==> config.mk <==
export PLATFORM = sky130hd
export DESIGN_NAME = simd_lane_cmp
export DESIGN_NICKNAME = d
export VERILOG_FILES = /design/src/rtl/lcm_pkg.sv /design/src/rtl/lcm_lane.sv /design/src/rtl/lcm_bank.sv /design/src/rtl/lcm_keep.sv /design/src/rtl/simd_lane_cmp.sv
export SDC_FILE = /design/constraint.sdc
export NUM_CORES = 1
export LEC_CHECK = 0
export BUFFER_PORTS_ARGS = -buffer_cell sky130_fd_sc_hd__buf_2
export CAP_MARGIN = 5
export CORE_MARGIN = 10
export CORE_UTILIZATION = 58
export CTS_BUF_LIST = sky130_fd_sc_hd__clkbuf_4 sky130_fd_sc_hd__clkbuf_8
export CTS_CLUSTER_DIAMETER = 120
export CTS_CLUSTER_SIZE = 20
export DETAILED_ROUTE_END_ITERATION = 12
export GPL_ROUTABILITY_DRIVEN = 0
export PLACE_DENSITY = 0.9
export SYNTH_ARGS = -nofsm -noshare
export SYNTH_HDL_FRONTEND = slang
export SYNTH_SLANG_ARGS = --single-unit
export TNS_END_PERCENT = 100
==> constraint.sdc <==
create_clock -name clk -period 10 [get_ports clk]
set_clock_uncertainty 0.1 [all_clocks]
set_input_delay 0.5 -clock clk [delete_from_list [all_inputs] [get_ports clk]]
set_output_delay 0.5 -clock clk [all_outputs]
set_load 0.03 [all_outputs]
==> src/rtl/lcm_pkg.sv <==
`timescale 1ns/1ps
package lcm_pkg;
   typedef enum logic [2:0] {
      CMP_EQ  = 3'd0,
      CMP_GE  = 3'd1,
      CMP_GT  = 3'd2,
      CMP_LE  = 3'd3,
      CMP_LT  = 3'd4,
      CMP_HI  = 3'd5,
      CMP_HS  = 3'd6,
      CMP_TST = 3'd7
   } cmp_op_e;

   localparam int unsigned NUM_SIZES = 4;
endpackage

==> src/rtl/lcm_lane.sv <==
`timescale 1ns/1ps
module lcm_lane
   import lcm_pkg::*;
#(
   parameter int unsigned W = 8
) (
   input  logic [W-1:0] a,
   input  logic [W-1:0] b,
   input  cmp_op_e      op,
   output logic [W-1:0] mask
);
   logic hit;

   always_comb begin
      unique case (op)
         CMP_EQ:  hit = (a == b);
         CMP_GE:  hit = ($signed(a) >= $signed(b));
         CMP_GT:  hit = ($signed(a) >  $signed(b));
         CMP_LE:  hit = ($signed(a) <= $signed(b));
         CMP_LT:  hit = ($signed(a) <  $signed(b));
         CMP_HI:  hit = (a >  b);
         CMP_HS:  hit = (a >= b);
         default: hit = |(a & b);
      endcase
   end

   assign mask = {W{hit}};
endmodule

==> src/rtl/lcm_bank.sv <==
`timescale 1ns/1ps
module lcm_bank
   import lcm_pkg::*;
#(
   parameter int unsigned VEC_BYTES = 16,
   localparam int unsigned VEC_W = VEC_BYTES * 8
) (
   input  logic [VEC_W-1:0]                a,
   input  logic [VEC_W-1:0]                b,
   input  logic                            zero_src,
   input  cmp_op_e                         op,
   output logic [NUM_SIZES-1:0][VEC_W-1:0] res
);
   logic [VEC_W-1:0] b_eff;

   assign b_eff = zero_src ? '0 : b;

   for (genvar s = 0; s < NUM_SIZES; s++) begin : g_size
      localparam int unsigned EW    = 8 << s;
      localparam int unsigned LANES = VEC_BYTES >> s;
      for (genvar l = 0; l < LANES; l++) begin : g_lane
         lcm_lane #(.W(EW)) u_lane (
            .a    (a[l*EW +: EW]),
            .b    (b_eff[l*EW +: EW]),
            .op   (op),
            .mask (res[s][l*EW +: EW])
         );
      end
   end
endmodule

==> src/rtl/lcm_keep.sv <==
`timescale 1ns/1ps
module lcm_keep #(
   parameter int unsigned VEC_BYTES = 16,
   localparam int unsigned VEC_W = VEC_BYTES * 8,
   localparam int unsigned CNT_W = $clog2(VEC_BYTES) + 1
) (
   input  logic [1:0]       size,
   input  logic             scalar,
   input  logic             half,
   output logic [VEC_W-1:0] keep
);
   logic [CNT_W-1:0] keep_bytes;

   always_comb begin
      if (scalar)    keep_bytes = CNT_W'(1) << size;
      else if (half) keep_bytes = CNT_W'(VEC_BYTES / 2);
      else           keep_bytes = CNT_W'(VEC_BYTES);
   end

   for (genvar i = 0; i < VEC_BYTES; i++) begin : g_byte
      assign keep[i*8 +: 8] = {8{CNT_W'(i) < keep_bytes}};
   end
endmodule

==> src/rtl/simd_lane_cmp.sv <==
`timescale 1ns/1ps
module simd_lane_cmp
   import lcm_pkg::*;
#(
   parameter int unsigned VEC_BYTES = 16,
   localparam int unsigned VEC_W  = VEC_BYTES * 8,
   localparam int unsigned HALF_W = VEC_W / 2
) (
   input  logic             clk,
   input  logic             rst_n,
   input  logic             in_valid,
   output logic             in_ready,
   input  logic [2:0]       in_op,
   input  logic [1:0]       in_size,
   input  logic             in_zero_src,
   input  logic             in_scalar,
   input  logic             in_half,
   input  logic [VEC_W-1:0] in_a,
   input  logic [VEC_W-1:0] in_b,
   output logic             out_valid,
   input  logic             out_ready,
   output logic [VEC_W-1:0] out_data,
   output logic             out_err
);
   if (VEC_BYTES < 8 || (VEC_BYTES & (VEC_BYTES - 1)) != 0) begin : g_bad_cfg
      $error("VEC_BYTES must be a power of two of at least 8");
   end

   cmp_op_e                          op;
   logic [NUM_SIZES-1:0][VEC_W-1:0] bank;
   logic [VEC_W-1:0]                keep;
   logic [VEC_W-1:0]                result;
   logic                            legal;
   logic                            acc;

   assign op = cmp_op_e'(in_op);

   lcm_bank #(.VEC_BYTES(VEC_BYTES)) u_bank (
      .a        (in_a),
      .b        (in_b),
      .zero_src (in_zero_src),
      .op       (op),
      .res      (bank)
   );

   lcm_keep #(.VEC_BYTES(VEC_BYTES)) u_keep (
      .size   (in_size),
      .scalar (in_scalar),
      .half   (in_half),
      .keep   (keep)
   );

   assign legal  = !((in_half && !in_scalar && in_size == 2'd3) ||
                     (op == CMP_TST && in_zero_src));
   assign result = legal ? (bank[in_size] & keep) : '0;

   assign in_ready = !out_valid || out_ready;
   assign acc      = in_valid && in_ready;

   always_ff @(posedge clk) begin
      if (!rst_n) begin
         out_valid <= 1'b0;
         out_data  <= '0;
         out_err   <= 1'b0;
      end else if (acc) begin
         out_valid <= 1'b1;
         out_data  <= result;
         out_err   <= !legal;
      end else if (out_ready) begin
         out_valid <= 1'b0;
      end
   end

   AST_HOLD_STABLE: assert property (@(posedge clk) disable iff (!rst_n)
      out_valid && !out_ready |=> out_valid && $stable(out_data) && $stable(out_err));

   AST_HALF_UPPER: assert property (@(posedge clk) disable iff (!rst_n)
      acc && in_half && !in_scalar |=> out_data[VEC_W-1:HALF_W] == '0);

   AST_SCALAR_UPPER: assert property (@(posedge clk) disable iff (!rst_n)
      acc && in_scalar && in_size == 2'd0 |=> out_data[VEC_W-1:8] == '0);

   AST_ERR_CLEAN: assert property (@(posedge clk) disable iff (!rst_n)
      out_valid && out_err |-> out_data == '0);

   for (genvar i = 0; i < VEC_BYTES; i++) begin : g_chk
      AST_MASK_BYTES: assert property (@(posedge clk) disable iff (!rst_n)
         out_valid |-> (out_data[i*8 +: 8] == 8'h00 || out_data[i*8 +: 8] == 8'hFF));
   end
endmodule

==> impl_metrics.ini <==
[global_route]
grt-ovfl-total = 0
grt_max_degree = 130
antenna_found_initial = 2
grt_usage_pct = 27.5
grt_pass1_wl_um = 61600
grt_pass1_vias = 12800

[drt]
drc = 0
routed-via-count = 12800
drtPass1Iterations = 7
vias_per_cell = 6.04
drt-total-wl_um = 38900
ant_nets = 0
drtIter0Drc = 1301
routedWlPerCell_um = 18.3

[logic_synthesis]
yosysTopAreaCell = ha_1
synth-compound-area-share_pct = 25.3
synth_edf_count = 0
ys_seq_area_share_pct = 3.11
synth_xor_area_share_pct = 0.680
syn-num-nets = 2172
yosys.area.top_type_share_pct = 29.2
synthAdderAreaFrac_pct = 29.2
synthSimpleGateAreaFrac_pct = 24.6
netlist_area_um2 = 11600
async_flop_share_pct = 0
synthCells = 1634
synthMuxAreaShare_pct = 1.38
synth_top_family_by_area = adder cells
yosys_warnings = 0
synthTopCellsByArea = ha_1, buf_4, nand2b_1, a21oi_1, inv_1
synth_top_flop_cell = dfxtp_1
synthDistinctLibCells = 91
avgSynthCellArea_um2 = 7.09
ys_seq_elements = 18

[cts]
cts_tree = built
post_cts_buffers = 0
clock-root-buffer = clkbuf_8
clk_pin_slew_ns = 0.07
clock_path_buffers = 2
post_cts_resized = 0
cts_sinks = 18
htree_num_levels = 1
cts_hold_buf = 0
numCtsBuffers = 3
clk_latency_ns = 0.26

[worst_setup_path]
critical_path_class = primary input to flip-flop
worstSetupStartpointType = primary input
setup.worst_path.end_class = flip-flop
crit_required_ns = 10.05
cp_max_fo = 129
crit_arrival_ns = 4.80

[timing]
slew_viol_final = 0
slew_headroom_pct = 12.5
rsz0062_at_grt = no
finalSetupTns_ns = 0
hold_violations = 0
min_period_ns = 4.75
tightest_slew_ns = 1.31
setup_viol = 0
fmax_mhz = 211
worst_slack_ns = 5.25
period_share_pct = 47.5

[place]
hpwl_um = 32300
pre_cts_ws_ns = 5.07
placed_cell_area_um2 = 12800
place_inst = 2119
portBuffers = 398

[cells_and_area]
seq_area_um2 = 360
multi_input_area_um2 = 9400
syn2layout_area_growth_pct = 10.6
nets = 2397
final_cells = 2123
fillerInstances = 1657
finish.utilization_pct = 65.6
drive_gt1_share_pct = 24.1
finish.instance_area_um2 = 12800

[pwr]
ir_drop_mv = 0.0428
powerDensity_nw_per_um2 = 62.5
p_leak_nw = 7.18

[run]
drv_cap = 0

[hold_path]
hold_path_class = primary input to flip-flop

[floorplan]
die_area_um2 = 26000
die_y_um = 161
initial_utilization_pct = 59.3
ios = 399
die_w_um = 161
rows = 51
core_area_um2 = 19500

[outcome]
status = finished clean
area by class of cell:
type                       count  share of cell area [%]
inverter                     161                    4.72
sequential                    18                    2.81
timing repair buffer         409                    16.2
clock buffer                   3                   0.322
multi-input combinational   1266                    73.3
tap                          265                    2.59
antenna                        1                  0.0195
cell usage in the layout (no fill, tap or decap), types with 6 or more instances in the layout:
| cell type | n |
|---|---|
| a211o_1 | 6 |
| a211oi_1 | 24 |
| a21o_1 | 21 |
| a21oi_1 | 143 |
| a221oi_1 | 9 |
| a31oi_1 | 29 |
| and2_1 | 6 |
| and4_1 | 10 |
| buf_2 | 398 |
| buf_4 | 11 |
| dfxtp_1 | 18 |
| ha_1 | 270 |
| inv_1 | 159 |
| mux2i_1 | 10 |
| nand2_1 | 121 |
| nand2b_1 | 132 |
| nand3_1 | 28 |
| nand4_1 | 30 |
| nor2_1 | 72 |
| nor2b_1 | 22 |
| nor3_1 | 15 |
| nor3b_1 | 6 |
| nor4_1 | 26 |
| o211ai_1 | 10 |
| o21a_1 | 18 |
| o21ai_0 | 74 |
| o21bai_1 | 9 |
| o22ai_1 | 6 |
| o31ai_1 | 19 |
| o32ai_1 | 6 |
| o41ai_1 | 17 |
| or2_2 | 12 |
| or3_1 | 6 |
| or4_1 | 10 |
| xnor2_1 | 6 |
flip-flops by register name, indices dropped and copies added (netlist names):
name / cells
out_valid: 1
out_data: 16
out_err: 1
through the flow:
step | power [mW] | hold slack [ns]
global route | 0.867 | 0.436
floorplan | 0.585 | 0.529
global placement | 0.718 | 0.413
CTS | 0.792 | 0.415
finish | 0.801 | 0.412
detailed placement | 0.739 | 0.415
synthesized netlist by cell type (24+ instances only):
cell and count:
nand2_1 121, buf_4 116, a31oi_1 29, ha_1 270, nor2_1 72, a211oi_1 24, a21oi_1 143, nor4_1 26
o21ai_0 74, nand3_1 28, clkbuf_1 50, nand4_1 30, inv_1 159, nand2b_1 132
critical path, stage by stage:
cell       delay [ns]
buf_2            0.08
buf_4            0.69
nand2b_1         0.24
ha_1             0.30
nand4_1          0.21
or2_2            0.38
o311ai_0         0.95
a21oi_1          0.13
a2111oi_0        0.50
a31oi_1          0.09
o21ai_0          0.09
o21ai_0          0.20
o41ai_1          0.42
routing by layer:
metal	track usage [%]	vias up	part of all wire (%)
met2	49.8	772	49
li1	-	6119	-
met3	6.96	121	11
met4	8.89	2	3.0
met5	0	-	0.021
met1	30.7	5811	37
path summary, 6_finish.rpt:
path | from | to | slack, ns | cells past startpoint
worst min-delay path | in_valid | out_valid | 0.41 | 3
worst max-delay path | in_zero_src | out_data[103] | 5.25 | 13
worst max register to register | out_valid | out_data[103] | 7.62 | 6
worst min register to register | out_err | out_err | 0.43 | 2
cells by family (layout without fill, tap and decap cells):
family                     after synthesis  in the layout
and+or+nand+nor                        523            523
AOI/OAI and AO/OA                      450            450
buffers and inverters                  350            573
adders and majority gates              270            270
DFF                                     18             18
muxes                                   14             14
xor gates and xnor gates                 9              9
other                                    0              1
power breakdown:
part | internal (mW) | switching [mW] | leakage (nW)
registers | 0.0781 | 0.0156 | 0.148
logic | 0.241 | 0.415 | 7.01
clock network | 0.0268 | 0.0245 | 0.0216
total | 0.346 | 0.455 | 7.18
Note: power is estimated with default switching activity, not from simulation.
